**config.mk**
```make
export PLATFORM = sky130hd
export DESIGN_NAME = ring_latency_irq
export DESIGN_NICKNAME = d
export VERILOG_FILES = /design/src/rtl/rli_pkg.sv /design/src/rtl/void_timer.sv /design/src/rtl/token_counter.sv /design/src/rtl/evt_mask_unit.sv /design/src/rtl/ring_latency_irq.sv
export SDC_FILE = /design/constraint.sdc
export NUM_CORES = 1
export LEC_CHECK = 0
export BUFFER_PORTS_ARGS = -buffer_cell sky130_fd_sc_hd__buf_2
export CORE_MARGIN = 8
export CORE_UTILIZATION = 30
export DETAILED_ROUTE_END_ITERATION = 12
export HOLD_SLACK_MARGIN = 0.05
export SYNTH_ARGS = -nofsm -noshare
export SYNTH_HDL_FRONTEND = slang
export SYNTH_SLANG_ARGS = --single-unit
```
**constraint.sdc**
```tcl
create_clock -name clk -period 1.85 [get_ports clk]
set_input_delay 0.37 -clock clk [delete_from_list [all_inputs] [get_ports clk]]
set_output_delay 0.37 -clock clk [all_outputs]
set_load 0.01 [all_outputs]
```
**src/rtl/rli_pkg.sv**
```systemverilog
package rli_pkg;

    typedef enum logic [1:0] {
        VT_IDLE = 2'd0,
        VT_RUN  = 2'd1,
        VT_WRAP = 2'd2
    } vt_state_e;

    localparam int NUM_EV   = 3;
    localparam int EV_READY = 2;
    localparam int EV_TWRAP = 1;
    localparam int EV_KWRAP = 0;

    localparam logic [1:0] A_EVENT = 2'd0;
    localparam logic [1:0] A_MASK  = 2'd1;
    localparam logic [1:0] A_LAT   = 2'd2;
    localparam logic [1:0] A_TOKEN = 2'd3;

endpackage

```
**src/rtl/void_timer.sv**
```systemverilog
module void_timer
    import rli_pkg::*;
#(
    parameter int W = 16
) (
    input  logic         clk,
    input  logic         por_n,
    input  logic         mac_rst,
    input  logic         start,
    input  logic         stop,
    output logic [W-1:0] lat_q,
    output logic         ready_pulse,
    output logic         wrap_pulse
);

    localparam logic [W-1:0] CNT_TOP = {W{1'b1}};

    vt_state_e    state_q, state_d;
    logic [W-1:0] cnt_q;
    logic         at_top;

    assign at_top = (cnt_q == CNT_TOP);

    // state register
    always_ff @(posedge clk or negedge por_n) begin
        if (!por_n) begin
            state_q <= VT_IDLE;
        end else if (mac_rst) begin
            state_q <= VT_IDLE;
        end else begin
            state_q <= state_d;
        end
    end

    // transitions: arm, finish, wrap, abandon, rewrap
    always_comb begin
        state_d = state_q;
        if (start) begin
            state_d = VT_RUN;
        end else begin
            unique case (state_q)
                VT_IDLE: state_d = VT_IDLE;
                VT_RUN: begin
                    if (stop)        state_d = VT_IDLE;
                    else if (at_top) state_d = VT_WRAP;
                end
                VT_WRAP: begin
                    if (stop) state_d = VT_IDLE;
                end
                default: state_d = VT_IDLE;
            endcase
        end
    end

    // output strobes
    always_comb begin
        ready_pulse = 1'b0;
        wrap_pulse  = 1'b0;
        if (!start) begin
            unique case (state_q)
                VT_IDLE: ;
                VT_RUN: begin
                    ready_pulse = stop;
                    wrap_pulse  = !stop && at_top;
                end
                VT_WRAP: wrap_pulse = !stop && at_top;
                default: ;
            endcase
        end
    end

    // counter and result register
    always_ff @(posedge clk or negedge por_n) begin
        if (!por_n) begin
            cnt_q <= '0;
            lat_q <= '0;
        end else if (mac_rst) begin
            cnt_q <= '0;
            lat_q <= '0;
        end else begin
            if (start) begin
                cnt_q <= '0;
            end else if (state_q != VT_IDLE && !stop) begin
                cnt_q <= cnt_q + 1'b1;
            end
            if (ready_pulse) begin
                lat_q <= cnt_q;
            end
        end
    end

endmodule

```
**src/rtl/token_counter.sv**
```systemverilog
module token_counter #(
    parameter int W = 16
) (
    input  logic         clk,
    input  logic         por_n,
    input  logic         mac_rst,
    input  logic         tick,
    output logic [W-1:0] count,
    output logic         wrap_pulse
);

    localparam logic [W-1:0] CNT_TOP = {W{1'b1}};

    assign wrap_pulse = tick && (count == CNT_TOP);

    always_ff @(posedge clk or negedge por_n) begin
        if (!por_n) begin
            count <= '0;
        end else if (mac_rst) begin
            count <= '0;
        end else if (tick) begin
            count <= count + 1'b1;
        end
    end

endmodule

```
**src/rtl/evt_mask_unit.sv**
```systemverilog
module evt_mask_unit #(
    parameter int NEV = 3
) (
    input  logic           clk,
    input  logic           por_n,
    input  logic           mac_rst,
    input  logic [NEV-1:0] set_vec,
    input  logic [NEV-1:0] clr_vec,
    input  logic           mask_wr,
    input  logic [NEV-1:0] mask_wdata,
    output logic [NEV-1:0] ev_q,
    output logic [NEV-1:0] mask_q,
    output logic           irq_q
);

    genvar gi;
    generate
        for (gi = 0; gi < NEV; gi++) begin : g_ev
            always_ff @(posedge clk or negedge por_n) begin
                if (!por_n) begin
                    ev_q[gi] <= 1'b0;
                end else if (mac_rst) begin
                    ev_q[gi] <= 1'b0;
                end else if (set_vec[gi]) begin
                    ev_q[gi] <= 1'b1;
                end else if (clr_vec[gi]) begin
                    ev_q[gi] <= 1'b0;
                end
            end
        end
    endgenerate

    // mask answers only to power-up reset
    always_ff @(posedge clk or negedge por_n) begin
        if (!por_n) begin
            mask_q <= '0;
        end else if (mask_wr) begin
            mask_q <= mask_wdata;
        end
    end

    always_ff @(posedge clk or negedge por_n) begin
        if (!por_n) begin
            irq_q <= 1'b0;
        end else if (mac_rst) begin
            irq_q <= 1'b0;
        end else begin
            irq_q <= |(ev_q & mask_q);
        end
    end

endmodule

```
**src/rtl/ring_latency_irq.sv**
```systemverilog
module ring_latency_irq
    import rli_pkg::*;
#(
    parameter int CNT_W  = 16,
    parameter int DATA_W = 16
) (
    input  logic              clk,
    input  logic              por_n,
    input  logic              mac_rst,
    input  logic              meas_start,
    input  logic              meas_stop,
    input  logic              token_seen,
    input  logic              host_wr,
    input  logic [1:0]        host_addr,
    input  logic [DATA_W-1:0] host_wdata,
    output logic [DATA_W-1:0] host_rdata,
    output logic [CNT_W-1:0]  latency_q,
    output logic [CNT_W-1:0]  token_count,
    output logic [NUM_EV-1:0] event_flags,
    output logic              irq
);

    logic              rdy_p, twrap_p, kwrap_p;
    logic [NUM_EV-1:0] set_vec, clr_vec;
    logic              mask_wr;
    logic [NUM_EV-1:0] mask_q;

    void_timer #(.W(CNT_W)) u_timer (
        .clk        (clk),
        .por_n      (por_n),
        .mac_rst    (mac_rst),
        .start      (meas_start),
        .stop       (meas_stop),
        .lat_q      (latency_q),
        .ready_pulse(rdy_p),
        .wrap_pulse (twrap_p)
    );

    token_counter #(.W(CNT_W)) u_tok (
        .clk       (clk),
        .por_n     (por_n),
        .mac_rst   (mac_rst),
        .tick      (token_seen),
        .count     (token_count),
        .wrap_pulse(kwrap_p)
    );

    always_comb begin
        set_vec           = '0;
        set_vec[EV_READY] = rdy_p;
        set_vec[EV_TWRAP] = twrap_p;
        set_vec[EV_KWRAP] = kwrap_p;
    end

    assign clr_vec = (host_wr && host_addr == A_EVENT) ? host_wdata[NUM_EV-1:0] : '0;
    assign mask_wr = host_wr && (host_addr == A_MASK);

    evt_mask_unit #(.NEV(NUM_EV)) u_evt (
        .clk       (clk),
        .por_n     (por_n),
        .mac_rst   (mac_rst),
        .set_vec   (set_vec),
        .clr_vec   (clr_vec),
        .mask_wr   (mask_wr),
        .mask_wdata(host_wdata[NUM_EV-1:0]),
        .ev_q      (event_flags),
        .mask_q    (mask_q),
        .irq_q     (irq)
    );

    always_comb begin
        host_rdata = '0;
        unique case (host_addr)
            A_EVENT: host_rdata[NUM_EV-1:0] = event_flags;
            A_MASK:  host_rdata[NUM_EV-1:0] = mask_q;
            A_LAT:   host_rdata[CNT_W-1:0]  = latency_q;
            A_TOKEN: host_rdata[CNT_W-1:0]  = token_count;
            default: host_rdata = '0;
        endcase
    end

endmodule

```
* Word level (Yosys, flattened, before mapping)
Cells that the tools add are included.
Operators by class: add/subtract/negate cells 2, eq/ne operators 9, mux-type cells 30, bitwise logic cells 1, reductions and logical operators 17
Operators by type and width (number):
- $mux W16 | 7
- $add A16 B1 Y16 const B | 2
- $eq A16 B16 Y1 const B | 2
- $pmux W13 S2 | 1
- $mux W1 | 14
- $pmux W3 S4 | 1
- $reduce_bool A3 Y1 | 4
- $mux W2 | 5
- $eq A2 B2 Y1 const B | 3
- $reduce_bool A2 Y1 | 3
- $logic_and A1 B1 Y1 | 5
- $ne A5 B4 Y1 const B | 1
- $eq A2 B1 Y1 const B | 2
- $ne A4 B4 Y1 const B | 1
- $pmux W2 S2 | 1
- $and A3 B3 Y3 | 1
- $mux W3 | 1
- $reduce_or A3 Y1 | 1
- $logic_not A2 Y1 | 1
- $reduce_and A2 Y1 | 1
- $reduce_or A2 Y1 | 1
- $logic_not A1 Y1 | 1
Word-level totals: bits in registers 57, input port bits 25, output and inout bits 52, logic and storage cells 68

* Depth between registers and ports, before layout
Gate-level depths: netlist of the first run.
depth in word-level cells 6, depth in mapped cells 6

* Hierarchy
From an unflattened synthesis of the first run, not the netlist that was laid out.
Second synthesis, totals: cell total of the unflattened synthesis 325, area, all modules 3149.3 um^2
Modules (own cells, without submodules):
- void_timer | times used 1, cells each 178, area an instance 1631.6 um^2
- token_counter | times used 1, cells each 87, area an instance 900.9 um^2
- ring_latency_irq | times used 1, cells each 39, area an instance 349.1 um^2
- evt_mask_unit | times used 1, cells each 21, area an instance 267.8 um^2

* Worst setup path before layout of the first run
Ideal clock, no wire load.
path type flip-flop to flip-flop, start point register u_timer.state_q[0], end point register u_timer.cnt_q[12], data arrival time 1.607 ns, required time 1.772 ns, path slack 0.164 ns, cell stages (with the launch flop) 6, path through dfrtp_1 inv_1 ha_1 or3b_1 or4_1 a21oi_1
Between the ends: longest elaborated chain between the ends 3
RTL lines:
- start, declared | line void_timer.sv:18 | vt_state_e state_q, state_d;
- start signal, assigned | line void_timer.sv:31 | state_q <= state_d;
- $reduce_bool A2 Y1 | line void_timer.sv:83 | end else if (state_q != VT_IDLE && !stop) begin
- $logic_and A1 B1 Y1 | line void_timer.sv:83
- $reduce_bool A3 Y1 (no source line)
- end signal, assigned | line void_timer.sv:84 | cnt_q <= cnt_q + 1'b1;
- end, declared | line void_timer.sv:19 | logic [W-1:0] cnt_q;
Every way passes these cells. A chain may end at the register's enable or synchronous reset.

* Worst setup path after layout of the first run
start point register u_tok.count[1], end point output port host_rdata[1]
Between the ends: longest elaborated chain between the ends 1
RTL lines:
- start, declared | line token_counter.sv:8 | output logic [W-1:0] count,
- start signal, assigned | line token_counter.sv:22 | count <= count + 1'b1;
- $pmux W3 S4 | line ring_latency_irq.sv:73 | unique case (host_addr)
- end, declared | line ring_latency_irq.sv:16 | output logic [DATA_W-1:0] host_rdata,
Every way passes these cells.

==> results.json, run 1 <==
{
  "clk_latency_ns": 0.33,
  "dr.first_iter.drc_count": 137,
  "path_cells": "buf_6 -> mux4_2 -> buf_6",
  "crit_type": "reg2out",
  "cts_buffers": 9,
  "p_leak_nw": 1.831,
  "maxSlewHeadroom": 0.7243,
  "cts-root-buf": "clkbuf_8",
  "grt_max_degree": 58,
  "dp.final_hpwl_um": 5848,
  "initial_core_util": 0.3041,
  "worstSetupStartpoint": "u_tok.count[1]",
  "cts_buffer_depth": 2,
  "hold_path_class": "in2reg",
  "die_x_um": 114.9,
  "slew_viol_final": 0,
  "final_util": 0.3969,
  "die-area_sq_um": 13190,
  "netlist_instances": 277,
  "r2r-end": "u_tok.count[14]",
  "synth_ff_type": "dfrtp_1",
  "power.density_nw_per_um2": 668.8,
  "io_pins": 77,
  "hold_viol_final": 0,
  "io_buffer_count": 63,
  "cp_slowest_cell": "mux4_2",
  "grt_pass1_wl_um": 12970,
  "drcViolationCount": 0,
  "timing.final.crit_share": 0.9832,
  "yosysUniqueCellTypes": 47,
  "ant_nets": 0,
  "cpMostUsedCell": "buf_6",
  "fin_area_sq_um": 3826,
  "layout-drive-gt1-share": 0.3423,
  "skew_ns": 0.005014,
  "async_flop_share": 1.000,
  "cp-endpoint": "host_rdata[1]",
  "avgSynthCellArea_sq_um": 10.58,
  "crit_fanout": 4,
  "drt-total-wl_um": 7855,
  "whs_ns": 0.2945,
  "cp_slowest_stage_delay_ns": 0.47,
  "reg2reg_depth": 6,
  "start_kind": "register",
  "syn-cell-area_sq_um": 2932,
  "power_frac_clock": 0.414,
  "ys_warn_count": 0,
  "dp.cells": 485,
  "status": "finished clean",
  "num_antenna_cells": 0,
  "finalSetupViolCount": 0,
  "synth_edf_count": 0,
  "switching_share": 0.2385,
  "syn2layout_area_growth_pct": 30.52,
  "reg2reg_slack_ns": 0.10,
  "synth-seq-cells": 57,
  "period_minus_slack_ns": 1.819,
  "endpoint_kind": "output pin",
  "antenna_found_initial": 0,
  "firstDrtPassIters": 4,
  "wl_per_cell_um": 15.59,
  "grt_pass1_vias": 2455,
  "cts_tree": "built",
  "track_usage": 0.1254,
  "design.core.area_sq_um": 9639,
  "r2r-start": "u_tok.count[0]",
  "internal_power_mw": 1.949,
  "synth.net_count": 307,
  "ys_seq_area_frac": 0.4866,
  "ir_drop_uv": 298.4,
  "fin_tns_setup_ns": 0,
  "fmax_ghz": 0.5498,
  "arrival_ns": 1.45,
  "max_cap_violations": 0,
  "dieHeight_um": 114.9,
  "dr_total_vias": 2419,
  "crit_required_ns": 1.48,
  "finalNonFillerCells": 504,
  "clkSinkCount": 57,
  "overflow": 0,
  "p_sw_mw": 0.6102,
  "post_drt_via_cell_ratio": 4.800,
  "power_frac_comb": 0.085,
  "p_seq_frac": 0.501,
  "worstMarginPinSlew_ns": 0.4127,
  "grt_setup_unrepaired": "yes",
  "finalNetCount": 397,
  "cts.reportedPaths.clkPinSlew_ns": 0.06,
  "placed_cell_area_sq_um": 3568,
  "place.gp.congestion": 0.7663,
  "rows": 36,
  "htreeDepth": 3
}
-- registers in the layout, indices dropped and copies added, names as in the netlist --
name,flops
u_timer.lat_q,16
u_evt.irq_q,1
u_evt.mask_q,3
u_evt.ev_q,3
u_timer.cnt_q,16
u_timer.state_q,2
u_tok.count,16
-- power groups by stage --
stage / sequential, mW / combinational (mW) / clock, mW
final: 1.28 / 0.217 / 1.06
after global routing: 1.28 / 0.239 / 1.15
after CTS: 1.28 / 0.210 / 1.08
after detailed placement: 1.30 / 0.200 / 0
after global placement: 1.30 / 0.197 / 0
after floorplan: 1.31 / 0.0998 / 0
-- worst max-delay path: cells and delay by family (launching register included) --
| kind | cells | cell delay (ns) |
|---|---|---|
| muxes | 1 | 0.47 |
| DFF | 1 | 0.39 |
| buffers and inverters | 2 | 0.27 |
-- placed cells by master, fill, tap and decap left out, types with 2 or more instances in the layout --
cell type | netlist | routed
xnor2_1 | 10 | 10
or3_1 | 7 | 6
nor2_1 | 28 | 28
a21oi_1 | 7 | 7
buf_6 | 0 | 4
nor4_1 | 3 | 3
and4_4 | 2 | 2
and3_1 | 3 | 3
buf_12 | 0 | 2
buf_2 | 7 | 61
ha_1 | 5 | 4
or4_1 | 2 | 2
buf_4 | 0 | 24
o21ai_0 | 7 | 7
a32o_1 | 2 | 2
mux2_2 | 4 | 4
dfrtp_1 | 57 | 56
a22o_1 | 16 | 16
mux2i_1 | 14 | 14
nand2_1 | 18 | 18
mux2_1 | 2 | 2
clkbuf_8 | 0 | 12
nor3_1 | 4 | 4
xor2_1 | 10 | 10
nand4_1 | 8 | 8
inv_1 | 7 | 7
nand3_1 | 7 | 6
clkinv_2 | 0 | 3
nand3_2 | 1 | 2
nor2b_1 | 16 | 16
o21ai_1 | 2 | 2
mux4_2 | 3 | 3
-- metrics by stage --
stage,power [mW],setup WS [ns]
floorplan,1.406,0.1645
global placement,1.500,0.1255
detailed placement,1.504,0.09862
CTS,2.575,0.001710
global route,2.670,-0.01643
finish,2.559,0.03106
-- cell usage after synthesis, types with 2 or more instances --
cell type,instances,area [sq um]
mux2_1,2,22.52
nor2b_1,16,100.1
or3_1,7,43.79
nor3_1,4,20.02
nand3_1,7,35.03
buf_2,7,35.03
xor2_1,10,87.58
nand2_1,18,67.56
nor4_1,3,18.77
a32o_1,2,20.02
nand4_1,8,50.05
and3_1,3,18.77
ha_1,5,62.56
xnor2_1,10,87.58
nor2_1,28,105.1
o21ai_1,2,10.01
a21oi_1,7,35.03
and4_4,2,22.52
mux2i_1,14,140.1
mux2_2,4,45.04
or4_1,2,15.01
a22o_1,16,140.1
clkbuf_1,6,22.52
mux4_2,3,67.56
o21ai_0,7,35.03
dfrtp_1,57,1426
inv_1,7,26.28
-- how the worst min path moves through the flow --
stage / start / endpoint / slack, ns / cells past startpoint
2_1_floorplan: por_n / u_evt.ev_q[0] / 0.07 / 0
3_3_place_gp: por_n / u_tok.count[2] / 0.40 / 2
3_5_place_dp: por_n / u_tok.count[0] / 0.40 / 2
4_1_cts: host_wdata[0] / u_evt.mask_q[0] / 0.28 / 2
5_1_grt: host_wdata[1] / u_evt.mask_q[1] / 0.29 / 2
6_report: host_wdata[0] / u_evt.mask_q[0] / 0.29 / 2
-- per-layer routing --
| layer | vias to the layer above | global-route usage | part of all wire |
|---|---|---|---|
| li1 | 1169 | - | - |
| met1 | 1180 | 0.1481 | 0.42 |
| met2 | 61 | 0.2128 | 0.51 |
| met3 | 9 | 0.02889 | 0.057 |
| met4 | 0 | 0.05604 | 0.012 |
| met5 | - | 0 | 0 |
-- cells by family after synthesis --
kind of cell,Yosys count,synth area share
AO/OA/AOI/OAI,40,0.09859
XOR/XNOR,20,0.05975
adder cells (fa/ha/maj),5,0.02134
buffers and inverters,20,0.02860
flip-flops,57,0.4866
multiplexers,23,0.09389
AND/OR/NAND/NOR,112,0.2113
-- area by class of cell --
type,count,area [sq um]
Clock inverter,3,15.01
Sequential cell,57,1428
Timing Repair Buffer,92,580.6
Tap cell,133,166.4
Clock buffer,12,165.2
Inverter,7,26.28
Fill cell,980,5813
Multi-Input combinational cell,200,1445
-- repair_timing --
| action | in CTS | in global routing |
|---|---|---|
| pin swaps | 0 | 1 |
| hold endpoints to repair | 20 | 0 |
| resized for setup | 1 | 9 |
| setup buffers | 2 | 1 |
| endpoints found under the setup margin | 2 | 6 |
| gates cloned | 0 | 0 |
| hold buffers | 1 | 0 |
Note: power is estimated with default switching activity, not from simulation.
==> run 2: changes to the inputs <==
--- a/config.mk
+++ b/config.mk
@@ -5,6 +5,7 @@
 export SDC_FILE = /design/constraint.sdc
 export NUM_CORES = 1
 export LEC_CHECK = 0
+export ABC_AREA = 1
 export BUFFER_PORTS_ARGS = -buffer_cell sky130_fd_sc_hd__buf_2
 export CORE_MARGIN = 8
 export CORE_UTILIZATION = 30
==> run 2 against run 1 <==
Effect of this change:
- core utilization shrank 2.4 points
- sequential cell count did not move
- sequential power about the same
- maximum frequency up 8.0%
- critical endpoint unchanged
- routed wire length is 9.5% higher
- clock power is 9% higher
- first-iteration DRC count is 5.8% higher
- worst setup slack gained 0.14 ns
- power increased by 2.6%
- final cell count rose by 20%
- critical path depth rose by 1
- clock skew grew 0.0071 ns
==> results.json, run 2 <==
{
  "dr_total_vias": 2868,
  "htreeDepth": 3,
  "firstDrtPassIters": 4,
  "die-area_sq_um": 13690,
  "overflow": 0,
  "slew_viol_final": 0,
  "initial_core_util": 0.3032,
  "placed_cell_area_sq_um": 3562,
  "cts.reportedPaths.clkPinSlew_ns": 0.06,
  "num_antenna_cells": 0,
  "dr.first_iter.drc_count": 145,
  "rows": 37,
  "syn-cell-area_sq_um": 3060,
  "crit_type": "in2out",
  "avgSynthCellArea_sq_um": 7.787,
  "ys_warn_count": 0,
  "async_flop_share": 1.000,
  "layout-drive-gt1-share": 0.2532,
  "whs_ns": 0.3149,
  "cts_buffers": 9,
  "syn2layout_area_growth_pct": 22.89,
  "dieHeight_um": 117,
  "grt_setup_unrepaired": "no",
  "final_cell_mix": "nand2_1 (68), buf_2 (63), dfrtp_1 (57), inv_1 (53), nand3_1 (38)",
  "clkSinkCount": 57,
  "max_cap_violations": 0,
  "worstMarginPinSlew_ns": 0.4445,
  "fmax_ghz": 0.5939,
  "io_pins": 77,
  "status": "finished clean",
  "cts-root-buf": "clkbuf_8",
  "ys_seq_area_frac": 0.4661,
  "timing.final.crit_share": 0.9101,
  "start_kind": "input pin",
  "crit_required_ns": 1.48,
  "finalSetupViolCount": 0,
  "dp.final_hpwl_um": 6561,
  "synthTopCellsByArea": "dfrtp_1 (47%), nand2_1 (8.3%), inv_1 (6.5%)",
  "synth_ff_type": "dfrtp_1",
  "fillers": 1060,
  "fin_tns_setup_ns": 0,
  "hold_path_class": "in2reg",
  "synth_top_cells_by_count": "nand2_1 (68), dfrtp_1 (57), inv_1 (53)",
  "cts_setup_buffers": 0,
  "endpoint_kind": "output pin",
  "hold_viol_final": 0,
  "drcViolationCount": 0,
  "skew_ns": 0.01216,
  "post_drt_via_cell_ratio": 4.733,
  "finalNetCount": 495,
  "track_usage": 0.1319,
  "synth_most_common_cell": "nand2_1",
  "grt_pass1_vias": 2917,
  "reg2reg_depth": 10,
  "antenna_found_initial": 0,
  "cts_resized": 0,
  "synth-seq-cells": 57,
  "whs_path_depth": 3,
  "arrival_ns": 1.31,
  "top_regs": "u_timer.cnt_q x16, u_timer.lat_q x16, u_tok.count x16",
  "grt_max_degree": 58,
  "netlist_instances": 393,
  "yosysTopAreaCell": "dfrtp_1",
  "yosys.area.top_type_share": 0.4661,
  "place.gp.congestion": 0.8653,
  "maxSlewHeadroom": 0.7029,
  "p_leak_nw": 1.818,
  "drt-total-wl_um": 8600,
  "cts_tree": "built",
  "io_buffer_count": 63,
  "ir_drop_uv": 268.8,
  "period_minus_slack_ns": 1.684,
  "crit_fanout": 12,
  "final_util": 0.3727,
  "yosysUniqueCellTypes": 28,
  "die_x_um": 117,
  "wl_per_cell_um": 14.19,
  "grt_pass1_wl_um": 14170,
  "cts_buffer_depth": 2,
  "power.density_nw_per_um2": 698.3,
  "clk_latency_ns": 0.33,
  "synth.net_count": 423,
  "fin_area_sq_um": 3761,
  "layout_commonest_cell": "nand2_1",
  "design.core.area_sq_um": 10090,
  "synth_edf_count": 0,
  "ant_nets": 0
}
## run 2: path summary, 6_finish.rpt
path,start,end,slack [ns]
min in group asynchronous,por_n,u_evt.irq_q,0.57
min reg2reg,u_evt.mask_q[1],u_evt.mask_q[1],0.52
max in group asynchronous,por_n,u_timer.cnt_q[6],1.01
min,host_wdata[0],u_evt.mask_q[0],0.31
max reg2reg,u_timer.state_q[0],u_timer.cnt_q[14],0.31
max,host_addr[1],host_rdata[1],0.17
## run 2: kinds of logic after synthesis
| family | Yosys count | synth area share |
|---|---|---|
| AOI/OAI and AO/OA | 78 | 0.1439 |
| DFF | 57 | 0.4661 |
| buffers and inverters | 76 | 0.09689 |
| adders and majority gates | 5 | 0.02044 |
| and+or+nand+nor | 177 | 0.2727 |
## run 2: critical path: stages
cell       delay [ns]
buf_2            0.16
nand2_1          0.29
o2111ai_1        0.32
buf_2            0.18
## run 2: routing by layer
layer / up-vias / track usage / share of wire
met5: - / 0 / 0
met4: 0 / 0.05973 / 0.030
met3: 22 / 0.03643 / 0.057
met2: 67 / 0.2237 / 0.48
met1: 1341 / 0.1522 / 0.43
li1: 1438 / - / -
## run 2: layout make-up
cell class	count	area [sq um]	area share
multi-input combinational	260	1338	0.3556
timing repair buffer	71	390.4	0.1038
sequential	57	1426	0.3792
clock inverter	3	40.04	0.01065
clock buffer	13	148.9	0.03959
inverter	66	247.7	0.06587
tap	136	170.2	0.04524
## run 2: repair_timing
item	4_1_cts	5_1_grt
setup endpoints to repair	0	0
hold endpoints to repair	17	0
hold buffers	1	0
## run 2: power breakdown
part	total (mW)	switching (mW)	internal, mW
clock	1.16	0.499	0.657
sequential	1.28	0.0156	1.26
combinational	0.191	0.132	0.0588
## run 2: metrics by stage
stage | setup WS (ns) | power (mW) | cells
3_3_place_gp | 0.1884 | 1.491 | 589
5_1_grt | 0.1014 | 2.732 | 606
3_5_place_dp | 0.1719 | 1.495 | 589
2_1_floorplan | 0.4614 | 1.400 | 393
4_1_cts | 0.1667 | 2.652 | 606
6_report | 0.1662 | 2.626 | 606
==> run 3: changes to the inputs <==
--- a/config.mk
+++ b/config.mk
@@ -5,12 +5,13 @@
 export SDC_FILE = /design/constraint.sdc
 export NUM_CORES = 1
 export LEC_CHECK = 0
-export ABC_AREA = 1
 export BUFFER_PORTS_ARGS = -buffer_cell sky130_fd_sc_hd__buf_2
 export CORE_MARGIN = 8
 export CORE_UTILIZATION = 30
 export DETAILED_ROUTE_END_ITERATION = 12
+export GPL_TIMING_DRIVEN = 0
 export HOLD_SLACK_MARGIN = 0.05
+export SETUP_SLACK_MARGIN = 0.4
 export SYNTH_ARGS = -nofsm -noshare
 export SYNTH_HDL_FRONTEND = slang
 export SYNTH_SLANG_ARGS = --single-unit
==> run 3 against run 2 <==
Effect of this change:
- core utilization rose by 9.4 points
- clock skew rose by 0.0015 ns
- final cell count fell by 8.4%
- maximum frequency fell by 5.1%
==> results.json, run 3 (same netlist as run 1, synthesis figures left out) <==
{
  "final_util": 0.4670,
  "syn2layout_area_growth_pct": 53.56,
  "status": "finished clean",
  "grt_max_degree": 58,
  "crit_family": "multiplexers",
  "cts_buffer_depth": 2,
  "slew_viol_final": 0,
  "timing.final.crit_share": 0.9591,
  "r2r-start": "u_tok.count[7]",
  "ir_drop_uv": 225.6,
  "dr_total_vias": 2736,
  "hold_path_class": "in2async",
  "drcViolationCount": 0,
  "finalPower_mw": 2.610,
  "overflow": 0,
  "skew_ns": 0.01361,
  "post_drt_via_cell_ratio": 4.930,
  "switching_share": 0.2534,
  "crit_type": "reg2out",
  "wl_per_cell_um": 17.09,
  "p_leak_nw": 2.210,
  "arrival_ns": 1.40,
  "place.gp.congestion": 0.8066,
  "track_usage": 0.1420,
  "io_buffer_count": 59,
  "power.density_nw_per_um2": 579.8,
  "clkSinkCount": 57,
  "maxSlewHeadroom": 0.5151,
  "hold_viol_final": 0,
  "initial_core_util": 0.3041,
  "path_cells": "mux4_2 -> buf_6",
  "dp.final_hpwl_um": 6050,
  "num_antenna_cells": 0,
  "grt_pass1_wl_um": 14500,
  "endpoint_kind": "output pin",
  "cts_tree": "built",
  "dieHeight_um": 114.9,
  "antenna_found_initial": 0,
  "io_pins": 77,
  "worstMarginPinSlew_ns": 0.7273,
  "worst-path-buf-inv": 1,
  "cts.reportedPaths.clkPinSlew_ns": 0.07,
  "dr.first_iter.drc_count": 124,
  "die_x_um": 114.9,
  "grt_setup_unrepaired": "yes",
  "p_seq_frac": 0.492,
  "die-area_sq_um": 13190,
  "crit_fanout": 3,
  "fmax_ghz": 0.5636,
  "cp_slowest_cell": "mux4_2",
  "period_minus_slack_ns": 1.774,
  "multiInputGateArea_sq_um": 1653,
  "layout_commonest_cell": "buf_4",
  "finalNetCount": 447,
  "fillers": 880,
  "internal_power_mw": 1.949,
  "grt_pass1_vias": 2790,
  "finalSetupViolCount": 0,
  "max_cap_violations": 0,
  "cts_buffers": 9,
  "firstDrtPassIters": 4,
  "cts-root-buf": "clkbuf_8",
  "ant_nets": 0,
  "reg2reg_depth": 4,
  "start_kind": "register",
  "final_cell_mix": "buf_4 (57), buf_2 (56), dfrtp_1 (46), nor2_1 (28), buf_6 (21)",
  "crit_required_ns": 1.48,
  "layout-drive-gt1-share": 0.4905,
  "htreeDepth": 3,
  "power_frac_clock": 0.407,
  "power_frac_comb": 0.101,
  "final.setup.worst_slack_ns": 0.07568,
  "clk_latency_ns": 0.35,
  "dp_slack_ns": -0.01850,
  "design.core.area_sq_um": 9639,
  "reg2reg_slack_ns": 0.14,
  "rows": 36,
  "top_regs": "u_timer.cnt_q x16, u_timer.lat_q x16, u_tok.count x16",
  "ff_latch_area_sq_um": 1440,
  "r2r-end": "u_tok.count[14]",
  "cts_hold_buf": 0,
  "cp_slowest_stage_delay_ns": 0.50,
  "drt-total-wl_um": 9484,
  "p_sw_mw": 0.6614
}
==> run 3: changes by cell type in the layout (fill, tap and decap cells not counted), moves of 14 or more <==
| cell | delta |
|---|---|
| buf_4 | +51 |
| buf_6 | +21 |
| inv_1 | -48 |
| o22ai_1 | -18 |
| mux2i_1 | +14 |
| a21oi_1 | -18 |
| nand2_1 | -50 |
| a22o_1 | +16 |
| nand3_1 | -34 |
| o21ai_0 | -17 |
| nor2b_1 | +16 |
==> run 3: area by class of cell <==
class,count,share of cell area
Buffer,13,0.02557
Timing Repair Buffer,129,0.2059
Clock inverter,3,0.003335
Clock buffer,13,0.03530
Multi-Input combinational cell,200,0.3671
Tap cell,133,0.03697
Inverter,7,0.005837
Sequential cell,57,0.3199
==> run 3: routing by layer <==
metal,routed length [um],vias up,GRT usage
met5,0,-,0
met4,196,0,0.05692
met3,501,21,0.04254
li1,-,1278,-
met2,5045,81,0.2564
met1,3741,1356,0.1512
==> run 3: per-stage QoR <==
step	area [sq um]	instances	TNS, ns	hold slack, ns
floorplan	3014	277	0	0.07441
global placement	3476	469	-0.08350	0.5185
detailed placement	3476	469	-0.09355	0.5238
CTS	4279	543	0	0.2754
global route	4502	555	0	0.1451
finish	4502	555	0	0.08266
==> run 3: worst reg2reg max path, stage by stage, from the launching register on <==
cell and delay, ns:
dfrtp_1 0.41, inv_1 0.24, or3_4 0.49, nor2b_4 0.15, mux2_4 0.30
==> run 3: worst max path at each step <==
stage,start,endpoint,slack [ns],depth (start not counted)
after detailed placement,mac_rst,u_timer.lat_q[7],-0.02,6
final,u_tok.count[1],host_rdata[1],0.08,2
after floorplan,u_tok.count[1],u_tok.count[14],0.24,5
after CTS,u_tok.count[0],host_rdata[0],0.07,2
after global placement,mac_rst,u_timer.lat_q[7],-0.01,6
after global routing,u_tok.count[0],host_rdata[0],0.05,2
==> run 3: repair_timing <==
action / in CTS / in global routing
setup buffers: 57 / 11
resized for setup: 43 / 30
cloned: 1 / 1
endpoints found under the setup margin: 57 / 63
pin swaps: 16 / 12
==> run 3: power groups by stage <==
| stage | clock [mW] | sequential [mW] | combinational, mW |
|---|---|---|---|
| global placement | 0 | 1.31 | 0.179 |
| global route | 1.13 | 1.28 | 0.287 |
| CTS | 1.06 | 1.28 | 0.237 |
| finish | 1.06 | 1.28 | 0.265 |
| floorplan | 0 | 1.31 | 0.106 |
| detailed placement | 0 | 1.31 | 0.182 |
